$ cat src/rtl/adc_regs_pkg.sv
package adc_regs_pkg;

   localparam int IDX_W     = 2;
   localparam int STAT_W    = 6;
   localparam int BIT_ON    = 0;
   localparam int BIT_ALIGN = 11;
   localparam int BIT_SWGO  = 30;
   localparam int RES_LO    = 24;
   localparam int CTLB_VIS  = 28;
   localparam int OFS_KEEP  = 12;

   typedef enum logic [3:0] {
      K_NONE, K_STAT, K_CTLA, K_CTLB, K_SMPA, K_SMPB, K_OFS,
      K_THRH, K_THRL, K_SEQ, K_ISEQ, K_IDAT, K_CONV
   } reg_kind_e;

   typedef struct packed {
      reg_kind_e        kind;
      logic [IDX_W-1:0] idx;
   } reg_sel_t;

   function automatic logic [11:0] res_mask(input logic [1:0] res);
      case (res)
         2'd0:    return 12'hFFF;
         2'd1:    return 12'h3FF;
         2'd2:    return 12'h0FF;
         default: return 12'h03F;
      endcase
   endfunction

endpackage

$ cat src/rtl/adc_addr_decode.sv
module adc_addr_decode
   import adc_regs_pkg::*;
#(
   parameter int ADDR_W = 12,
   parameter int N_INJ  = 4,
   parameter int N_SEQ  = 3
) (
   input  logic [ADDR_W-1:0] addr,
   output reg_sel_t          sel
);
   localparam int W_OFS  = 5;
   localparam int W_THRH = W_OFS + N_INJ;
   localparam int W_THRL = W_THRH + 1;
   localparam int W_SEQ  = W_THRL + 1;
   localparam int W_ISEQ = W_SEQ + N_SEQ;
   localparam int W_IDAT = W_ISEQ + 1;
   localparam int W_CONV = W_IDAT + N_INJ;

   int unsigned w;

   always_comb begin
      sel.kind = K_NONE;
      sel.idx  = '0;
      w        = 32'(addr[ADDR_W-1:2]);
      if (addr[1:0] == 2'b00) begin
         if      (w == 0) sel.kind = K_STAT;
         else if (w == 1) sel.kind = K_CTLA;
         else if (w == 2) sel.kind = K_CTLB;
         else if (w == 3) sel.kind = K_SMPA;
         else if (w == 4) sel.kind = K_SMPB;
         else if (w >= W_OFS && w < W_THRH) begin
            sel.kind = K_OFS;
            sel.idx  = IDX_W'(w - W_OFS);
         end
         else if (w == W_THRH) sel.kind = K_THRH;
         else if (w == W_THRL) sel.kind = K_THRL;
         else if (w >= W_SEQ && w < W_ISEQ) begin
            sel.kind = K_SEQ;
            sel.idx  = IDX_W'(w - W_SEQ);
         end
         else if (w == W_ISEQ) sel.kind = K_ISEQ;
         else if (w >= W_IDAT && w < W_CONV) begin
            sel.kind = K_IDAT;
            sel.idx  = IDX_W'(w - W_IDAT);
         end
         else if (w == W_CONV) sel.kind = K_CONV;
      end
   end

endmodule

$ cat src/rtl/adc_fake_conv.sv
module adc_fake_conv
   import adc_regs_pkg::*;
#(
   parameter int DATA_W = 32,
   parameter int STEP   = 7
) (
   input  logic              clk,
   input  logic              rst_n,
   input  logic              step,
   input  logic [1:0]        res,
   input  logic              align,
   output logic [DATA_W-1:0] result
);
   localparam logic [DATA_W-1:0] STEP_V = DATA_W'(STEP);

   logic [DATA_W-1:0] acc;
   logic [DATA_W-1:0] nxt;

   generate
      if (STEP < 1 || STEP > 63) begin : g_bad_step
         $error("adc_fake_conv: STEP out of range");
      end
   endgenerate

   always_comb begin
      nxt    = (acc + STEP_V) & DATA_W'(res_mask(res));
      result = align ? ((nxt << 1) & DATA_W'(16'hFFF0)) : nxt;
   end

   always_ff @(posedge clk or negedge rst_n) begin
      if (!rst_n)    acc <= '0;
      else if (step) acc <= nxt;
   end


   acc_hold_chk: assert property (@(posedge clk) disable iff (!rst_n)
      !step |=> $stable(acc));

endmodule

$ cat src/rtl/adc_inj_bank.sv
module adc_inj_bank
   import adc_regs_pkg::*;
#(
   parameter int DATA_W = 32,
   parameter int N_INJ  = 4
) (
   input  logic              clk,
   input  logic              rst_n,
   input  logic              ofs_wr,
   input  logic              dat_wr,
   input  logic [IDX_W-1:0]  idx,
   input  logic [DATA_W-1:0] wdata,
   output logic [DATA_W-1:0] ofs_rd,
   output logic [DATA_W-1:0] dat_rd
);
   logic [OFS_KEEP-1:0] ofs_q [N_INJ];
   logic [DATA_W-1:0]   dat_q [N_INJ];

   generate
      for (genvar i = 0; i < N_INJ; i++) begin : g_ent
         always_ff @(posedge clk or negedge rst_n) begin
            if (!rst_n) begin
               ofs_q[i] <= '0;
               dat_q[i] <= '0;
            end else begin
               if (ofs_wr && idx == IDX_W'(i)) ofs_q[i] <= wdata[OFS_KEEP-1:0];
               if (dat_wr && idx == IDX_W'(i)) dat_q[i] <= wdata;
            end
         end
      end
   endgenerate

   always_comb begin
      ofs_rd = '0;
      dat_rd = '0;
      for (int i = 0; i < N_INJ; i++) begin
         if (idx == IDX_W'(i)) begin
            ofs_rd = DATA_W'(ofs_q[i]);
            dat_rd = dat_q[i] - DATA_W'(ofs_q[i]);
         end
      end
   end

endmodule

$ cat src/rtl/synth_adc_regs.sv
module synth_adc_regs
   import adc_regs_pkg::*;
#(
   parameter int ADDR_W = 12,
   parameter int DATA_W = 32,
   parameter int N_INJ  = 4,
   parameter int N_SEQ  = 3,
   parameter int STEP   = 7
) (
   input  logic              clk,
   input  logic              rst_n,
   input  logic [ADDR_W-1:0] bus_addr,
   input  logic              bus_we,
   input  logic [DATA_W-1:0] bus_wdata,
   input  logic              bus_re,
   output logic [DATA_W-1:0] bus_rdata,
   output logic              bus_err,
   output logic              irq
);
   localparam logic [DATA_W-1:0] THRH_RST = DATA_W'(12'hFFF);
   localparam logic [DATA_W-1:0] CTLB_MSK = DATA_W'((64'd1 << CTLB_VIS) - 1);

   generate
      if (DATA_W != 32)            begin : g_bad_dw   $error("DATA_W must be 32"); end
      if (ADDR_W < 9)              begin : g_bad_aw   $error("ADDR_W too small"); end
      if (N_INJ < 1 || N_INJ > 4)  begin : g_bad_inj  $error("N_INJ out of range"); end
      if (N_SEQ < 1 || N_SEQ > 4)  begin : g_bad_seq  $error("N_SEQ out of range"); end
   endgenerate

   reg_sel_t sel;
   adc_addr_decode #(.ADDR_W(ADDR_W), .N_INJ(N_INJ), .N_SEQ(N_SEQ)) u_dec (
      .addr (bus_addr),
      .sel  (sel)
   );

   logic [STAT_W-1:0] stat;
   logic [DATA_W-1:0] ctla, ctlb, smpa, smpb, thrh, thrl, iseq;
   logic [DATA_W-1:0] seq [N_SEQ];

   logic qual;
   assign qual = bus_re && sel.kind == K_CONV && ctlb[BIT_ON] && ctlb[BIT_SWGO];

   logic [DATA_W-1:0] conv_val, ofs_rd, idat_rd;

   adc_fake_conv #(.DATA_W(DATA_W), .STEP(STEP)) u_conv (
      .clk    (clk),
      .rst_n  (rst_n),
      .step   (qual),
      .res    (ctla[RES_LO+1:RES_LO]),
      .align  (ctlb[BIT_ALIGN]),
      .result (conv_val)
   );

   adc_inj_bank #(.DATA_W(DATA_W), .N_INJ(N_INJ)) u_inj (
      .clk    (clk),
      .rst_n  (rst_n),
      .ofs_wr (bus_we && sel.kind == K_OFS),
      .dat_wr (bus_we && sel.kind == K_IDAT),
      .idx    (sel.idx),
      .wdata  (bus_wdata),
      .ofs_rd (ofs_rd),
      .dat_rd (idat_rd)
   );

   always_ff @(posedge clk or negedge rst_n) begin
      if (!rst_n) begin
         stat <= '0;
         ctla <= '0;
         ctlb <= '0;
         smpa <= '0;
         smpb <= '0;
         thrh <= THRH_RST;
         thrl <= '0;
         iseq <= '0;
      end else begin
         if (bus_we) begin
            case (sel.kind)
               K_STAT:  stat <= stat & bus_wdata[STAT_W-1:0];
               K_CTLA:  ctla <= bus_wdata;
               K_SMPA:  smpa <= bus_wdata;
               K_SMPB:  smpb <= bus_wdata;
               K_THRH:  thrh <= bus_wdata;
               K_THRL:  thrl <= bus_wdata;
               K_ISEQ:  iseq <= bus_wdata;
               default: ;
            endcase
         end
         if (bus_we && sel.kind == K_CTLB) ctlb <= bus_wdata;
         else if (qual)                    ctlb[BIT_SWGO] <= 1'b0;
      end
   end

   generate
      for (genvar i = 0; i < N_SEQ; i++) begin : g_seq
         always_ff @(posedge clk or negedge rst_n) begin
            if (!rst_n) seq[i] <= '0;
            else if (bus_we && sel.kind == K_SEQ && sel.idx == IDX_W'(i))
               seq[i] <= bus_wdata;
         end
      end
   endgenerate

   logic [DATA_W-1:0] rd_mux;
   always_comb begin
      rd_mux = '0;
      case (sel.kind)
         K_STAT:  rd_mux = DATA_W'(stat);
         K_CTLA:  rd_mux = ctla;
         K_CTLB:  rd_mux = ctlb & CTLB_MSK;
         K_SMPA:  rd_mux = smpa;
         K_SMPB:  rd_mux = smpb;
         K_OFS:   rd_mux = ofs_rd;
         K_THRH:  rd_mux = thrh;
         K_THRL:  rd_mux = thrl;
         K_ISEQ:  rd_mux = iseq;
         K_IDAT:  rd_mux = idat_rd;
         K_CONV:  rd_mux = qual ? conv_val : '0;
         K_SEQ: begin
            for (int i = 0; i < N_SEQ; i++)
               if (sel.idx == IDX_W'(i)) rd_mux = seq[i];
         end
         default: rd_mux = '0;
      endcase
   end

   always_ff @(posedge clk or negedge rst_n) begin
      if (!rst_n) begin
         bus_rdata <= '0;
         bus_err   <= 1'b0;
      end else begin
         bus_rdata <= bus_re ? rd_mux : '0;
         bus_err   <= (bus_re || bus_we) && sel.kind == K_NONE;
      end
   end

   assign irq = 1'b0;


   conv_gate_chk: assert property (@(posedge clk) disable iff (!rst_n)
      bus_re && sel.kind == K_CONV && !(ctlb[BIT_ON] && ctlb[BIT_SWGO]) |=> bus_rdata == '0);


   swgo_clear_chk: assert property (@(posedge clk) disable iff (!rst_n)
      qual && !(bus_we && sel.kind == K_CTLB) |=> !ctlb[BIT_SWGO]);


   align_fmt_chk: assert property (@(posedge clk) disable iff (!rst_n)
      qual && ctlb[BIT_ALIGN] |=> bus_rdata[3:0] == 4'h0 && bus_rdata[DATA_W-1:16] == '0);


   stat_noset_chk: assert property (@(posedge clk) disable iff (!rst_n)
      bus_we && sel.kind == K_STAT |=> (stat & ~$past(stat)) == '0);


   ctlb_top_chk: assert property (@(posedge clk) disable iff (!rst_n)
      bus_re && sel.kind == K_CTLB |=> bus_rdata[DATA_W-1:CTLB_VIS] == '0);


   ofs_width_chk: assert property (@(posedge clk) disable iff (!rst_n)
      bus_re && sel.kind == K_OFS |=> bus_rdata[DATA_W-1:OFS_KEEP] == '0);


   err_zero_chk: assert property (@(posedge clk) disable iff (!rst_n)
      bus_err |-> bus_rdata == '0);


   idle_zero_chk: assert property (@(posedge clk) disable iff (!rst_n)
      !bus_re |=> bus_rdata == '0);

endmodule

$ cat config.mk
export PLATFORM = sky130hd
export DESIGN_NAME = synth_adc_regs
export DESIGN_NICKNAME = d
export VERILOG_FILES = /design/src/rtl/adc_regs_pkg.sv /design/src/rtl/adc_addr_decode.sv /design/src/rtl/adc_fake_conv.sv /design/src/rtl/adc_inj_bank.sv /design/src/rtl/synth_adc_regs.sv
export SDC_FILE = /design/constraint.sdc
export NUM_CORES = 1
export LEC_CHECK = 0
export BUFFER_PORTS_ARGS = -buffer_cell sky130_fd_sc_hd__buf_2
export CORE_ASPECT_RATIO = 2
export CORE_MARGIN = 2
export CORE_UTILIZATION = 50
export DETAILED_ROUTE_END_ITERATION = 8
export PLACE_DENSITY_LB_ADDON = 0.15
export SETUP_SLACK_MARGIN = 0.2
export SYNTH_ARGS = -nofsm -noshare
export SYNTH_HDL_FRONTEND = slang
export SYNTH_SLANG_ARGS = --single-unit
export TNS_END_PERCENT = 100
$ cat constraint.sdc
create_clock -name clk -period 4.2 [get_ports clk]
set_input_delay 1.05 -clock clk [delete_from_list [all_inputs] [get_ports clk]]
set_output_delay 1.05 -clock clk [all_outputs]
set_load 0.1 [all_outputs]
==> results of run 1 <==
-- layout make-up --
cell class	instances	area, µm²
well taps	750	938.4
repair buffers	369	3143
fillers	4736	22630
clock inverters	16	230.2
multi-input cells	1766	13930
flip-flops and latches	544	13630
clock buffers	70	1416
inverters	70	262.8
-- metrics by stage --
stage          hold WS [ps]  std cells
6_report              478.0       3585
5_1_grt               508.5       3585
4_1_cts               489.4       3585
3_5_place_dp          474.6       3499
3_3_place_gp          461.6       3499
2_1_floorplan         448.8       2565
-- power groups by stage --
stage	Sequential (mW)	Clock (mW)	Combinational (mW)
after CTS	5.28	4.79	0.503
after global routing	5.28	5.00	0.532
final	5.28	4.74	0.499
after floorplan	5.38	0	0.162
after detailed placement	5.38	0	0.501
after global placement	5.38	0	0.495
-- repair_timing --
action | 4_1_cts | 5_1_grt
endpoints found under the hold margin | 0 | 0
endpoints found under the setup margin | 1 | 5
resized for setup | 1 | 5
-- critical path: stages --
cell and delay (ps):
buf_2 120, buf_12 120, ha_1 220, nor4b_1 400, a211o_1 190, a311o_1 190
nand3_1 180, a21oi_1 990, buf_4 270, nand2_2 80, buf_12 220, mux2_2 300
-- final timing paths --
check,from,endpoint,cells after the start
hold reg to reg,thrl[30],thrl[30],2
min in group clk,thrl[30],thrl[30],2
max in group asynchronous,rst_n,thrh[1],2
hold / removal,rst_n,u_inj.dat_q[94],1
setup / recovery,bus_addr[3],smpb[15],12
setup reg to reg,u_inj.dat_q[96],bus_rdata[10],15
-- cell usage in the layout (no fill, tap or decap), types with 10 or more instances in the layout --
master / count
buf_2: 79
a21o_1: 16
nand3_1: 45
buf_4: 244
nor3_1: 43
inv_1: 70
mux2_2: 461
and3_1: 15
nor4_1: 18
clkbuf_16: 50
xor2_1: 60
and2_1: 11
o221ai_1: 13
a22oi_1: 62
nor2b_1: 12
a221oi_1: 18
nand4_1: 11
xnor2_1: 61
o211ai_1: 16
dfrtp_1: 532
mux2i_1: 15
o21a_1: 18
clkbuf_1: 11
a222oi_1: 34
nand2b_1: 19
dfstp_2: 12
nor2_1: 105
o21ai_0: 130
or3_1: 20
nand2_1: 180
mux2_1: 10
a211oi_1: 21
ha_1: 53
buf_12: 45
a31oi_1: 24
o22ai_1: 14
a21oi_1: 92
-- registers in the layout, indices dropped and copies added (netlist names) --
signal and flops:
u_inj.dat_q 128, seq 96, u_inj.ofs_q 48, bus_rdata 32, ctla 32, iseq 32
smpa 32, smpb 32, thrh 32, thrl 32, ctlb 29, u_conv.acc 12
stat 6, bus_err 1
-- cells by family after synthesis --
| family | Yosys count | synth area share |
|---|---|---|
| adders and majority gates | 58 | 0.02657 |
| buffers and inverters | 255 | 0.03774 |
| and+or+nand+nor | 535 | 0.08960 |
| DFF | 544 | 0.4791 |
| xor gates and xnor gates | 121 | 0.03726 |
| AOI/OAI and AO/OA | 564 | 0.1373 |
| muxes | 487 | 0.1923 |
| other | 1 | 0.0001318 |
-- routing by layer --
layer	global-route usage	vias to the layer above	share of wire
li1	-	9828	-
met1	0.3676	11440	0.34
met2	0.6171	973	0.51
met3	0.03444	377	0.046
met4	0.2763	2	0.098
met5	0	-	0.00013
==> run_results.csv, run 1 <==
group,metric,value,unit
run_status,outcome,"complete, no violations",
cells_and_area,layout-drive-gt1-share,0.3411,
clocking,cts-hold-fix-buffers,0,
sta,finalMaxSlewViolations,0,
routing,drtIter0Drc,1859,
power,p_int,8.011,mW
clocking,path_clk_slew,60,ps
routing,wire_per_inst,28.29,µm
sta,fmax,256.9,MHz
global_route,gr-total-overflow,0,
global_route,grt_pass1_vias,23700,
cells_and_area,final_nets,2907,
power,ir_worst_vdd,0.0003290,V
power,p_leak,16.41,nW
sta,slew_headroom,0.1905,
floorplanning,start_util,0.5064,
floorplanning,core_area,56170,µm²
logic_synthesis,yosysWarningCount,0,
clocking,postCtsSetupBuffers,0,
clocking,cts_buffer_depth,3,
critical_path,crit_type,"in -> reg",
routing,ant_nets,0,
logic_synthesis,synthTopCellsByArea,"dfrtp_1 47%, mux2_2 18%, nand2_1 2.4%, ha_1 2.4%, o21ai_0 2.3%",
routing,routed_wl,101.4,mm
placement,port_buffers,80,
cells_and_area,syn2layout_area_growth,17.93,%
logic_synthesis,synth.top_cell.area_share,0.4680,
routing,dr.pass1.iters,6,
placement,place_ws,-296.6,ps
floorplanning,die_w,172.7,µm
hold_path,hold_class,"in -> async",
logic_synthesis,synth_area,28440,µm²
logic_synthesis,yosysMostFrequentCell,"dfrtp_1",
sta,fin_tns_setup,0,ps
logic_synthesis,synth.distinct_cells,86,
global_route,grt_usage,0.3439,
logic_synthesis,synth_ff_type,"dfrtp_1",
sta,rsz0062_at_grt,"yes",
logic_synthesis,synth_edf_count,0,
clocking,cts_tree,"built",
logic_synthesis,async_reset_ff_frac,1.000,
critical_path,cp-start-kind,"input port",
run,max-cap-violations,0,
critical_path,crit_path_end_kind,"flip-flop",
clocking,cts_sinks,544,
floorplanning,core.rowCount,123,
logic_synthesis,synth_top_cell_by_area,"dfrtp_1",
global_route,grt_first_pass_wirelength,150.7,mm
logic_synthesis,seq_area_frac_synth,0.4791,
power,p_clk_frac,0.451,
floorplanning,io_pins,82,
sta,post-route-min-period,3893,ps
sta,finalHoldViolations,0,
placement,place_congestion,0.9175,
critical_path,crit_fanout,32,
sta,fin_skew,25.59,ps
global_route,grt_max_degree,108,
routing,viasPerCell,6.310,
clocking,cts_buffers,50,
critical_path,reg2reg_slack,430,ps
floorplanning,die_h,341.3,µm
logic_synthesis,netlist_instances,2565,
cells_and_area,final_cell_area,33550,µm²
sta,fin_crit_sh,0.9268,
power,p_sw,2.506,mW
clocking,cts_max_level,2,
global_route,antenna_found_initial,2,
power,switching_share,0.2383,
placement,hpwl,75.19,mm
sta,max_slew.worst_pin.slew,1214,ps
power,combPwrFrac,0.047,
placement,placed_area,31870,µm²
logic_synthesis,syn-num-nets,2671,
power,power,10.52,mW
critical_path,required,4690,ps
clocking,clockRootBuffer,"clkbuf_16",
critical_path,arrival,4380,ps
routing,drc,0,
cells_and_area,antennaDiodeCount,0,
sta,finalSetupViolCount,0,
logic_synthesis,synth.avg_cell_area,11.09,µm²
clocking,clk_latency,610,ps
floorplanning,die-area,58930,µm²
cells_and_area,final_util,0.5972,
logic_synthesis,synth.top_cells.by_count,"532 x dfrtp_1, 461 x mux2_2, 185 x nand2_1",
logic_synthesis,synth-seq-cells,544,
power,sequentialPowerShare,0.502,
routing,dr_total_vias,22620,
sta,fin_ws,307.4,ps
power,p_per_area,313.5,nW/µm²
No activity file was read; power rests on OpenSTA's default activity.
==> inputs of run 2 (changes only) <==
--- a/config.mk
+++ b/config.mk
@@ -6,9 +6,10 @@
 export NUM_CORES = 1
 export LEC_CHECK = 0
 export BUFFER_PORTS_ARGS = -buffer_cell sky130_fd_sc_hd__buf_2
+export CAP_MARGIN = 10
 export CORE_ASPECT_RATIO = 2
 export CORE_MARGIN = 2
-export CORE_UTILIZATION = 50
+export CORE_UTILIZATION = 23
 export DETAILED_ROUTE_END_ITERATION = 8
 export PLACE_DENSITY_LB_ADDON = 0.15
 export SETUP_SLACK_MARGIN = 0.2
==> constraint.sdc (replaced) <==
create_clock -name clk -period 3.7 [get_ports clk]
set_input_delay 0.925 -clock clk [delete_from_list [all_inputs] [get_ports clk]]
set_output_delay 0.925 -clock clk [all_outputs]
set_load 0.1 [all_outputs]
==> run 2 against run 1 <==
Against the previous run: global-route usage shrank 13 points; clock skew hardly changed; via count up 1.6%; worst hold slack got worse by 280 ps; clock-buffer cell count increased by 4; largest power group unchanged.
==> run_results.csv, run 2 (synthesis results as in run 1) <==
group,metric,value,unit
sta,whs,195.5,ps
critical_path,crit_path_end,"bus_rdata[20]",
routing,dr.pass1.iters,6,
global_route,grt_pass1_vias,24480,
cells_and_area,largest_reg_flops,128,
placement,place_congestion,0.9253,
floorplanning,core_area,122700,µm²
power,combPwrFrac,0.052,
critical_path,reg2reg_slack,280,ps
critical_path,r2r-end,"bus_rdata[23]",
clocking,path_clk_slew,70,ps
power,power,12.46,mW
floorplanning,io_pins,82,
routing,drtIter0Drc,1502,
floorplanning,die_h,501.3,µm
clocking,cts_tree,"built",
clocking,cts-hold-fix-buffers,0,
sta,fin_skew,25.46,ps
sta,fin_ws,208.2,ps
power,p_int,9.349,mW
cells_and_area,reg_top3,"u_inj.dat_q (128), seq (96), u_inj.ofs_q (48)",
routing,routed_wl,134.9,mm
cells_and_area,layout-drive-gt1-share,0.4022,
floorplanning,core.rowCount,182,
placement,placed_area,34000,µm²
critical_path,required,4190,ps
clocking,clk_latency,650,ps
power,ir_worst_vdd,0.0004040,V
sta,slew_headroom,0.2634,
critical_path,crit_path_end_kind,"flip-flop",
global_route,grt_usage,0.2105,
clocking,cts_sinks,544,
critical_path,cp-start-kind,"input port",
placement,hpwl,103.5,mm
global_route,grt_max_degree,90,
sta,finalSetupViolCount,0,
global_route,gr-total-overflow,0,
sta,post-route-min-period,3492,ps
routing,dr_total_vias,22990,
clocking,clockRootBuffer,"clkbuf_16",
sta,rsz0062_at_grt,"yes",
clocking,cts_buffer_depth,3,
hold_path,hold_class,"in -> async",
power,p_sw,3.114,mW
global_route,grt_first_pass_wirelength,187.3,mm
floorplanning,die_w,252.7,µm
routing,wire_per_inst,29.61,µm
critical_path,crit_type,"in -> reg",
critical_path,arrival,3980,ps
cells_and_area,final_cell_area,36600,µm²
run,max-cap-violations,0,
critical_path,rr_worst_depth,10,
sta,finalMaxSlewViolations,0,
routing,ant_nets,0,
global_route,antenna_found_initial,7,
power,p_clk_frac,0.467,
sta,finalHoldViolations,0,
clocking,cts_max_level,2,
placement,place_ws,-898.3,ps
cells_and_area,layout_common_cells,"532 x dfrtp_1, 461 x mux2_2, 356 x buf_4",
sta,fin_tns_setup,0,ps
power,sequentialPowerShare,0.481,
sta,max_slew.worst_pin.slew,1103,ps
power,p_leak,17.39,nW
cells_and_area,final_common_cell,"dfrtp_1",
routing,viasPerCell,5.047,
critical_path,startpoint,"bus_addr[4]",
critical_path,rr_startpoint,"u_inj.ofs_q[37]",
power,p_per_area,340.5,nW/µm²
cells_and_area,syn2layout_area_growth,28.66,%
placement,port_buffers,80,
clocking,cts_buffers,53,
power,switching_share,0.2498,
floorplanning,start_util,0.2317,
cells_and_area,regMostFlops,"u_inj.dat_q",
floorplanning,die-area,126700,µm²
routing,drc,0,
critical_path,crit_fanout,17,
cells_and_area,final_nets,3053,
sta,fmax,286.4,MHz
run_status,outcome,"complete, no violations",
sta,fin_crit_sh,0.9437,
## run 2: cell count changes in the layout (fill, tap and decap cells not counted), sizes merged
cell	delta
clkbuf	+6
clkinv	+7
inv	-1
clkinvlp	+3
buf	+141
diode	+1
## run 2: stage by stage
stage,utilization,instances
finish,0.2982,4556
floorplan,-,2565
global placement,0.2770,4421
CTS,0.2940,4530
global route,0.2982,4556
detailed placement,0.2770,4421
## run 2: how the worst min path moves through the flow
stage	from	end	slack, ps	depth (start not counted)
finish	rst_n	seq[91]	200	1
detailed placement	smpa[30]	smpa[30]	470	2
CTS	rst_n	seq[26]	190	1
floorplan	iseq[30]	iseq[30]	450	2
global placement	smpb[30]	smpb[30]	460	2
global route	rst_n	seq[91]	210	1
## run 2: power by group through the flow
stage               logic (mW)  clock network (mW)  registers, mW
floorplan                0.194                   0           6.10
global placement         0.632                   0           6.11
detailed placement       0.636                   0           6.11
CTS                      0.645                6.02           5.99
global route             0.697                6.17           5.99
finish                   0.649                5.82           5.99
## run 2: worst max-delay path, stage by stage
cell     delay (ps)
buf_2           160
buf_4           170
nor2_1          200
buf_4           180
nand4_1         220
buf_4           220
and2_1          150
nand3_1         130
nand2_2         230
buf_12          240
buf_4           180
nor2_1           80
a31oi_1          40
buf_4           140
a21oi_1         470
o22ai_1         210
## run 2: per-layer routing
| layer | share of wire | GRT usage |
|---|---|---|
| met2 | 0.55 | 0.4077 |
| met3 | 0.032 | 0.01971 |
| met5 | 0.000096 | 0 |
| met4 | 0.077 | 0.1361 |
| met1 | 0.34 | 0.2108 |
## run 2: timing repair
action | in CTS | in global routing
cloned | 0 | 3
buffers inserted | 10 | 22
setup endpoints to repair | 21 | 53
gates resized for setup | 49 | 61
pin swaps | 9 | 29
## run 2: area by class of cell
class | count | area [µm²]
Fill cell | 12490 | 86140
Multi-Input combinational cell | 1766 | 14460
Sequential cell | 544 | 13630
Timing Repair Buffer | 512 | 4489
Tap cell | 1564 | 1957
Clock buffer | 74 | 1526
Inverter | 70 | 270.3
Clock inverter | 25 | 265.3
Antenna cell | 1 | 2.502
